$ cat src/rtl/irqf_pkg.sv
package irqf_pkg;
   localparam int unsigned REG_W   = 8;
   localparam int unsigned B_DIR   = 7;
   localparam int unsigned B_ADC   = 6;
   localparam int unsigned B_STORE = 5;
   localparam int unsigned B_TG    = 4;
   localparam int unsigned B_FH    = 3;
   localparam int unsigned B_FL    = 2;
   localparam int unsigned B_TC    = 1;
   localparam int unsigned B_ASY   = 0;
   localparam logic [REG_W-1:0] FLAG_MASK = 8'b1101_1111;

   typedef enum logic {CELL_FLAG = 1'b0, CELL_STORE = 1'b1} cell_kind_e;
endpackage

$ cat src/rtl/irqf_src_map.sv
module irqf_src_map
   import irqf_pkg::*;
(
   input  logic             tmrf_wide,
   input  logic             ev_direct,
   input  logic             ev_adc_done,
   input  logic             ev_tg_edge,
   input  logic             ev_fh_match,
   input  logic             ev_fl_match,
   input  logic             ev_f16_match,
   input  logic             ev_tc_ovf,
   input  logic             ev_tc_unf,
   input  logic             ev_async_ovf,
   output logic [REG_W-1:0] set_vec
);
   always_comb begin
      set_vec          = '0;
      set_vec[B_DIR]   = ev_direct;
      set_vec[B_ADC]   = ev_adc_done;
      set_vec[B_TG]    = ev_tg_edge;
      set_vec[B_FH]    = tmrf_wide ? ev_f16_match : ev_fh_match;
      set_vec[B_FL]    = ~tmrf_wide & ev_fl_match;
      set_vec[B_TC]    = ev_tc_ovf | ev_tc_unf;
      set_vec[B_ASY]   = ev_async_ovf;
   end
endmodule

$ cat src/rtl/irqf_cell.sv
module irqf_cell
   import irqf_pkg::*;
#(
   parameter cell_kind_e KIND = CELL_FLAG
) (
   input  logic clk,
   input  logic rst_n,
   input  logic wr_hit,
   input  logic wbit,
   input  logic set_ev,
   output logic q
);
   generate
      if (KIND == CELL_FLAG) begin : g_flag
         always_ff @(posedge clk or negedge rst_n) begin
            if (!rst_n)
               q <= 1'b0;
            else if (set_ev)
               q <= 1'b1;
            else if (wr_hit && !wbit)
               q <= 1'b0;
         end
      end else begin : g_store
         logic unused_set;
         assign unused_set = set_ev;
         always_ff @(posedge clk or negedge rst_n) begin
            if (!rst_n)
               q <= 1'b0;
            else if (wr_hit)
               q <= wbit;
         end
      end
   endgenerate
endmodule

$ cat src/rtl/irq_flag_reg.sv
module irq_flag_reg
   import irqf_pkg::*;
#(
   parameter int unsigned ADDR_W   = 8,
   parameter logic [7:0]  REG_ADDR = 8'hF7
) (
   input  logic              clk,
   input  logic              rst_n,
   input  logic [ADDR_W-1:0] bus_addr,
   input  logic              bus_wr,
   input  logic [REG_W-1:0]  bus_wdata,
   output logic [REG_W-1:0]  bus_rdata,
   input  logic              tmrf_wide,
   input  logic              ev_direct,
   input  logic              ev_adc_done,
   input  logic              ev_tg_edge,
   input  logic              ev_fh_match,
   input  logic              ev_fl_match,
   input  logic              ev_f16_match,
   input  logic              ev_tc_ovf,
   input  logic              ev_tc_unf,
   input  logic              ev_async_ovf,
   output logic              irq_req
);
   localparam logic [ADDR_W-1:0] HIT_ADDR = ADDR_W'(REG_ADDR);

   generate
      if (ADDR_W < 8) begin : g_bad_addr_w
         $error("irq_flag_reg: ADDR_W must be at least 8");
      end
   endgenerate

   logic              hit;
   logic              wr_hit;
   logic [REG_W-1:0]  set_vec;
   logic [REG_W-1:0]  flags_q;

   assign hit    = (bus_addr == HIT_ADDR);
   assign wr_hit = bus_wr & hit;

   irqf_src_map u_src (
      .tmrf_wide   (tmrf_wide),
      .ev_direct   (ev_direct),
      .ev_adc_done (ev_adc_done),
      .ev_tg_edge  (ev_tg_edge),
      .ev_fh_match (ev_fh_match),
      .ev_fl_match (ev_fl_match),
      .ev_f16_match(ev_f16_match),
      .ev_tc_ovf   (ev_tc_ovf),
      .ev_tc_unf   (ev_tc_unf),
      .ev_async_ovf(ev_async_ovf),
      .set_vec     (set_vec)
   );

   generate
      for (genvar i = 0; i < REG_W; i++) begin : g_bit
         localparam cell_kind_e K = FLAG_MASK[i] ? CELL_FLAG : CELL_STORE;
         irqf_cell #(.KIND(K)) u_cell (
            .clk   (clk),
            .rst_n (rst_n),
            .wr_hit(wr_hit),
            .wbit  (bus_wdata[i]),
            .set_ev(set_vec[i]),
            .q     (flags_q[i])
         );
      end
   endgenerate

   assign bus_rdata = hit ? flags_q : '0;
   assign irq_req   = |(flags_q & FLAG_MASK);
endmodule

$ cat config.mk
export PLATFORM = sky130hd
export DESIGN_NAME = irq_flag_reg
export DESIGN_NICKNAME = d
export VERILOG_FILES = /design/src/rtl/irqf_pkg.sv /design/src/rtl/irqf_src_map.sv /design/src/rtl/irqf_cell.sv /design/src/rtl/irq_flag_reg.sv
export SDC_FILE = /design/constraint.sdc
export NUM_CORES = 1
export LEC_CHECK = 0
export BUFFER_PORTS_ARGS = -buffer_cell sky130_fd_sc_hd__buf_2
export CAP_MARGIN = 10
export CORE_AREA = 2 2 39 41
export CTS_CLUSTER_SIZE = 28
export DETAILED_ROUTE_END_ITERATION = 8
export DIE_AREA = 0 0 41 43
export PLACE_DENSITY = 0.72
export SLEW_MARGIN = 20
export SYNTH_ARGS = -nofsm -noshare
export SYNTH_HDL_FRONTEND = slang
export SYNTH_SLANG_ARGS = --single-unit
$ cat constraint.sdc
create_clock -name clk -period 1.95 [get_ports clk]
set_clock_uncertainty 0.1 [all_clocks]
set_input_delay 0.195 -clock clk [delete_from_list [all_inputs] [get_ports clk]]
set_output_delay 0.195 -clock clk [all_outputs]
set_load 0.05 [all_outputs]
# After elaboration in Yosys (flattened, before gate mapping)

Index checks and enable logic that the tools add are counted.

Equal/unequal tests: 1
Mux-type cells: 16
Bitwise operators: 4
Reductions and logical operators: 22

Operators with widths:

| kind                                 | count |
|---|---|
| 1-bit two-way mux                    | 15 |
| 2-bit nonzero test                   | 7 |
| 8-bit == test, second input constant | 1 |
| 8-bit two-way mux                    | 1 |
| 1-bit logical AND                    | 7 |
| 1-bit zero test                      | 7 |
| 7-bit OR reduction                   | 1 |
| 1-bit AND                            | 2 |
| 1-bit inverter                       | 1 |
| 1-bit OR                             | 1 |

Register bits: 8
Word-level logic and storage cells: 51

# Logic depth before layout (Yosys ltp)

Gate-level depths: netlist of the first run.

Word-level depth: 5
Depth in mapped cells: 3
Depth with buffers taken out: 3

# Modules after synthesis

A second synthesis of the first run with hierarchy kept.

Cells, all modules: 54
Area total of the unflattened synthesis: 510.5 µm²

Modules (own cells, without submodules):

| module                          | instances | cells each | area each (µm²) |
|---|---|---|---|
| irqf_cell (g_bit[0].u_cell ...) | 7         | 3          | 38.8 |
| irq_flag_reg                    | 1         | 22         | 127.6 |
| irqf_src_map                    | 1         | 9          | 71.3 |
| irqf_cell (g_bit[5].u_cell)     | 1         | 2          | 40.0 |

# Worst setup path before layout of the first run

OpenSTA, ideal clock, no wires.

Path type: reg-to-output
Start: register g_bit[3].u_cell.q
End: output port bus_rdata[3]
Arrival: 1482 ps
Required time: 1655 ps
Setup slack: 173 ps
Stages on the path, launching flop included: 3
Path buffers: 0
Path through: dfrtp_1 -> inv_1 -> nor3_1

Cells in the longest elaborated chain, start to end: 1

RTL lines:

| element                  | RTL line           | text |
|---|---|---|
| start: declaration       | irqf_cell.sv:11    | `output logic q` |
| start signal: assignment | irqf_cell.sv:17    | `q <= 1'b0;` |
| start signal: assignment | irqf_cell.sv:19    | `q <= 1'b1;` |
| start signal: assignment | irqf_cell.sv:21    | `q <= 1'b0;` |
| 8-bit two-way mux        | irq_flag_reg.sv:69 | `assign bus_rdata = hit ? flags_q : '0;` |
| end: declaration         | irq_flag_reg.sv:12 | `output logic [REG_W-1:0] bus_rdata,` |

No other way between the ends.

# Worst setup path after layout of the first run

Start: register g_bit[7].u_cell.q
End: output port irq_req

Cells in the longest elaborated chain, start to end: 1

RTL lines:

| element                  | RTL line           | text |
|---|---|---|
| start: declaration       | irqf_cell.sv:11    |  |
| start signal: assignment | irqf_cell.sv:17    |  |
| start signal: assignment | irqf_cell.sv:19    |  |
| start signal: assignment | irqf_cell.sv:21    |  |
| 7-bit OR reduction       | irq_flag_reg.sv:70 | `assign irq_req = \|(flags_q & FLAG_MASK);` |
| end: declaration         | irq_flag_reg.sv:23 | `output logic irq_req` |

No other way between the ends.

==> flow_metrics.env, run 1 <==
export IMPL_period_share=0.771
export IMPL_synth_edff_count=0
export IMPL_grt_pass1_vias=450
export IMPL_internal_power_mw=0.266
export IMPL_drtAntennaViolNets=0
export IMPL_synth_warnings=0
export IMPL_yosysMostFrequentCell="nor2_1"
export IMPL_syn_avg_cell_area_sq_um=9.31
export IMPL_drv_cap=0
export IMPL_start_util=0.323
export IMPL_cts_buffers=3
export IMPL_arrival_ns=1.21
export IMPL_required_ns=1.65
export IMPL_syn_nets=77
export IMPL_rows=14
export IMPL_top_register="g_bit.u_cell.q"
export IMPL_port_buffers=37
export IMPL_syn_area_sq_um=447
export IMPL_wl_per_cell_um=9.93
export IMPL_switching_share=0.220
export IMPL_grt_pass1_wl_um=1790
export IMPL_post_dp_cell_area_sq_um=652
export IMPL_grt_max_degree=9
export IMPL_largest_register_ffs=8
export IMPL_synth_cell_types=15
export IMPL_routed_via_density=4.55
export IMPL_dp_hpwl_um=901
export IMPL_htree_levels=1
export IMPL_ys_ff_latch=8
export IMPL_drcViolationCount=0
export IMPL_ys_flop_type="dfrtp_1"
export IMPL_timing_fmax_mhz=665
export IMPL_p_sw_mw=0.0753
export IMPL_tightest_slew_ns=0.330
export IMPL_slew_limit_headroom=0.779
export IMPL_grt_usage=0.157
export IMPL_p_leak_nw=0.359
export IMPL_synth_common_cells="9 x nor2_1, 8 x dfrtp_1, 6 x a21oi_1, 6 x and2_1, 5 x nor3_1"
export IMPL_hold_violations=0
export IMPL_end_kind="output pin"
export IMPL_start_kind="flip-flop"
export IMPL_fill_cells=146
export IMPL_power_density_nw_per_um2=499
export IMPL_layout_min_cycle_time_ns=1.50
export IMPL_critical_path_class="reg -> out"
export IMPL_num_vias=478
export IMPL_clk_pin_slew_ns=0.05
export IMPL_pin_count=38
export IMPL_finalMaxSlewViolations=0
export IMPL_drive_above_1_share=0.494
export IMPL_hold_slack_ns=0.0648
export IMPL_die_height_um=43
export IMPL_syn_inst=48
export IMPL_core_sq_um=1380
export IMPL_root_buffer="clkbuf_4"
export IMPL_tns_ns=0
export IMPL_finalSetupViolations=0
export IMPL_synth_area_leader_cell="dfrtp_1"
export IMPL_final_nets=120
export IMPL_post_route_cell_area_sq_um=684
export IMPL_clk_latency_ns=0.25
export IMPL_rsz0062_at_grt="no"
export IMPL_path_max_fanout=3
export IMPL_routabilityCongestion=0.672
export IMPL_synth_area_leaders="dfrtp_1 45%, and2_1 8.4%, nor2_1 7.6%"
export IMPL_cts_sinks=8
export IMPL_drt_iter0_markers=1
export IMPL_async_reset_ff_frac=1.00
export IMPL_p_seq_frac=0.492
export IMPL_hold_class="in -> reg"
export IMPL_yosysSeqAreaShare=0.448
export IMPL_status="completed"
export IMPL_cts_tree="done"
export IMPL_n_antenna_cell=0
export IMPL_antenna_found_initial=0
export IMPL_ir_drop_mv=0.273
export IMPL_p_comb_frac=0.148
export IMPL_die_area_sq_um=1760
export IMPL_top_regs="g_bit.u_cell.q (8)"
export IMPL_synth_top_area_share=0.448
export IMPL_routed_wl_um=1040
export IMPL_clk_path_buf_depth=2
export IMPL_final_util=0.495
export IMPL_areaGrowthSynthToFinish_pct=53.2
export IMPL_clockPowerShare=0.361
export IMPL_firstDrtPassIters=2
export IMPL_die_width_um=41
export IMPL_grt_overflow_total=0
final cells by class:
type                            count  area, sq um  area share
Multi-Input combinational cell     37          235       0.344
Timing Repair Buffer               38          195       0.285
Sequential cell                     8          200       0.293
Clock buffer                        3         22.5      0.0329
Inverter                            3         11.3      0.0165
Tap cell                           16         20.0      0.0293
critical path, stage by stage (launching register included):
cell     delay (ns)
dfrtp_1        0.40
nor4_1         0.26
nand2_1        0.08
buf_2          0.22
timing repair:
action                                 4_1_cts  5_1_grt
endpoints found under the hold margin        8        0
setup buffers                                0        0
resized for setup                            0        0
hold buffers                                 1        0
per-stage QoR:
stage	setup WS [ns]	power, mW	instances
2_1_floorplan	0.173	0.185	48
3_3_place_gp	0.498	0.219	101
3_5_place_dp	0.464	0.220	101
4_1_cts	0.419	0.349	105
5_1_grt	0.320	0.361	105
6_report	0.447	0.342	105
kinds of logic (layout without fill, tap and decap cells):
family	count (synthesis)	in the layout	share of synthesized area
AO/OA/AOI/OAI	9	9	0.109
multiplexers	1	1	0.0336
buffers and inverters	3	44	0.0252
flip-flops	8	8	0.448
AND/OR/NAND/NOR	27	27	0.384
path summary, 6_finish.rpt:
path | cells past startpoint | end | startpoint | slack [ns]
max | 3 | irq_req | g_bit[7].u_cell.q | 0.45
min | 3 | g_bit[2].u_cell.q | bus_wdata[2] | 0.06
max reg2reg | 2 | g_bit[3].u_cell.q | g_bit[3].u_cell.q | 0.93
min reg2reg | 1 | g_bit[5].u_cell.q | g_bit[5].u_cell.q | 0.40
max in group asynchronous | 2 | g_bit[1].u_cell.q | rst_n | 1.36
min in group asynchronous | 2 | g_bit[7].u_cell.q | rst_n | 0.21
layer usage:
metal  up-vias  global-route usage  wire [um]
met3         0              0.0838         43
met2        13               0.213        585
li1        252                   -          -
met1       213               0.186        414
met4         0               0.100          0
met5         -                   0          0
power groups by stage:
stage / Clock (mW) / Sequential (mW) / Combinational (mW)
after global routing: 0.136 / 0.168 / 0.0568
final: 0.123 / 0.168 / 0.0504
after global placement: 0 / 0.171 / 0.0483
after CTS: 0.130 / 0.168 / 0.0510
after floorplan: 0 / 0.171 / 0.0139
after detailed placement: 0 / 0.171 / 0.0495
cell usage in the layout, fill, tap and decap left out, drive strengths merged:
master / instances
dlygate4sd3: 1
nand4b: 1
inv: 3
buf: 37
nor4: 1
and2: 6
nor2: 9
o21ai: 2
nand2: 1
nor2b: 2
a221oi: 1
nor3: 6
clkbuf: 3
mux2: 1
nand4: 1
dfrtp: 8
a21oi: 6
Power figures use the tool's default switching activity.
==> inputs of run 2 (changes only) <==
clock period = 1.5 ns   (was 1.95 ns; I/O delays follow)
==> run 2 against run 1 <==
  * Die area stayed put
  * Final area increased by 6.0%
  * Register-to-register slack worse by 0.43 ns
  * Non-clock buffer count grew 3
  * Sequential power is 30% higher
  * Sequential share of layout area is 1.7 points lower
  * Utilization grew 3.0 points
  * Worst setup slack lost 0.39 ns
  * Largest cell class unchanged
  * Via count is 5.9% higher
  * Largest power group unchanged
==> flow_metrics.env, run 2 (synthesis results as in run 1) <==
export IMPL_timing_fmax_mhz=695
export IMPL_drcViolationCount=0
export IMPL_fill_cells=144
export IMPL_p_seq_frac=0.489
export IMPL_cts_tree="done"
export IMPL_start_util=0.323
export IMPL_status="completed"
export IMPL_hold_slack_ns=0.0309
export IMPL_slowest_delay_ns=0.40
export IMPL_clk_pin_slew_ns=0.05
export IMPL_core_sq_um=1380
export IMPL_die_area_sq_um=1760
export IMPL_cp_num_buf_inv=1
export IMPL_routed_via_density=4.69
export IMPL_p_comb_frac=0.154
export IMPL_critical_path_class="reg -> out"
export IMPL_clk_latency_ns=0.25
export IMPL_p_sw_mw=0.0985
export IMPL_antenna_found_initial=0
export IMPL_drt_iter0_markers=6
export IMPL_grt_usage=0.138
export IMPL_min_from="bus_wdata[5]"
export IMPL_end_kind="output pin"
export IMPL_pin_count=38
export IMPL_hold_path_end="g_bit[5].u_cell.q"
export IMPL_ff2ff_path_depth=2
export IMPL_drtAntennaViolNets=0
export IMPL_n_antenna_cell=0
export IMPL_final_util=0.524
export IMPL_power_density_nw_per_um2=615
export IMPL_start_kind="flip-flop"
export IMPL_final_nets=123
export IMPL_path_cells="nor4_2 -> nand2_1 -> buf_4"
export IMPL_grt_use_met2=0.222
export IMPL_finalMaxSlewViolations=0
export IMPL_routed_wl_um=1180
export IMPL_layout_min_cycle_time_ns=1.44
export IMPL_routabilityCongestion=0.744
export IMPL_grt_busiest_layer="met2"
export IMPL_grt_pass1_vias=411
export IMPL_wl_per_cell_um=10.9
export IMPL_post_cts_buffers=0
export IMPL_worstReg2RegStart="g_bit[3].u_cell.q"
export IMPL_cts_sinks=8
export IMPL_dp_hpwl_um=1000
export IMPL_cpMaxStageDelayCell="dfrtp_1"
export IMPL_largest_register_ffs=8
export IMPL_switching_share=0.221
export IMPL_path_max_fanout=3
export IMPL_grtUsageMet1=0.154
export IMPL_layout_common_cells="36 x buf_2, 9 x nor2_1, 8 x dfrtp_1, 6 x and2_1, 6 x a21oi_1"
export IMPL_top_regs="g_bit.u_cell.q (8)"
export IMPL_period_share=0.959
export IMPL_grt_pass1_wl_um=1590
export IMPL_r2r_setup_slack_ns=0.50
export IMPL_die_width_um=41
export IMPL_cts_buffers=3
export IMPL_total_power_mw=0.447
export IMPL_r2r_end="g_bit[3].u_cell.q"
export IMPL_internal_power_mw=0.348
export IMPL_grt_max_degree=9
export IMPL_tightest_slew_ns=0.285
export IMPL_hold_violations=0
export IMPL_rsz0062_at_grt="no"
export IMPL_die_height_um=43
export IMPL_clk_path_buf_depth=2
export IMPL_required_ns=1.25
export IMPL_p_leak_nw=0.375
export IMPL_ir_drop_mv=0.334
export IMPL_firstDrtPassIters=4
export IMPL_drive_above_1_share=0.543
export IMPL_tns_ns=0
export IMPL_num_vias=506
export IMPL_met3_usage=0.0366
export IMPL_root_buffer="clkbuf_4"
export IMPL_crit_start="g_bit[0].u_cell.q"
export IMPL_clockPowerShare=0.357
export IMPL_arrival_ns=1.19
export IMPL_slew_limit_headroom=0.809
export IMPL_cp_top_family="flip-flops"
export IMPL_grt_overflow_total=0
export IMPL_top_register="g_bit.u_cell.q"
export IMPL_drv_cap=0
export IMPL_rows=14
export IMPL_hold_depth=2
export IMPL_htree_levels=1
export IMPL_port_buffers=37
export IMPL_final_common_cell="buf_2"
export IMPL_areaGrowthSynthToFinish_pct=62.5
export IMPL_hold_class="in -> reg"
export IMPL_finalSetupViolations=0
run 2: cell types whose count changed in the layout (fill, tap and decap cells not counted):
cell    previous run  this run
buf_4              0         4
nor3_1             5         3
nor4_1             1         0
nor3_2             0         2
nor4_2             0         1
buf_2             37        36
run 2: worst reg2reg max path, cell delays in order, from the launching register on:
cell      delay, ns
dfrtp_1        0.39
a221oi_1       0.26
o21ai_0        0.13
run 2: power groups by stage:
stage | clock, mW | sequential [mW] | combinational, mW
after floorplan | 0 | 0.222 | 0.0186
after global placement | 0 | 0.222 | 0.0656
after detailed placement | 0 | 0.222 | 0.0675
after CTS | 0.162 | 0.218 | 0.0695
after global routing | 0.168 | 0.219 | 0.0765
final | 0.159 | 0.218 | 0.0688
run 2: layout make-up:
cell class | instances | area (sq um) | area share
Clock buffer | 3 | 22.5 | 0.0310
Timing Repair Buffer | 41 | 220 | 0.303
Sequential cell | 8 | 200 | 0.276
Multi-Input combinational cell | 37 | 251 | 0.347
Inverter | 3 | 11.3 | 0.0155
Tap cell | 16 | 20.0 | 0.0276
run 2: worst max-delay path by stage:
stage / endpoint / cells past startpoint
floorplan: bus_rdata[3] / 2
global placement: bus_rdata[5] / 5
detailed placement: bus_rdata[5] / 5
CTS: irq_req / 3
global route: irq_req / 3
finish: irq_req / 3
run 2: through the flow:
step / setup WS, ns / instances / cell area (sq um)
3_3_place_gp: 0.147 / 104 / 684
3_5_place_dp: 0.140 / 104 / 684
4_1_cts: 0.0248 / 108 / 717
2_1_floorplan: 0.180 / 48 / 457
6_report: 0.0614 / 108 / 726
5_1_grt: 0.0100 / 108 / 726
run 2: routing by layer:
layer	routed length (um)	up-vias
met5	0	-
met4	11	0
met3	90	2
met2	635	23
met1	443	224
li1	-	257
run 2: timing repair:
| item | 4_1_cts | 5_1_grt |
|---|---|---|
| hold endpoints to repair | 8 | 0 |
| endpoints found under the setup margin | 0 | 1 |
| hold buffers | 1 | 0 |
| resized for setup | 0 | 3 |
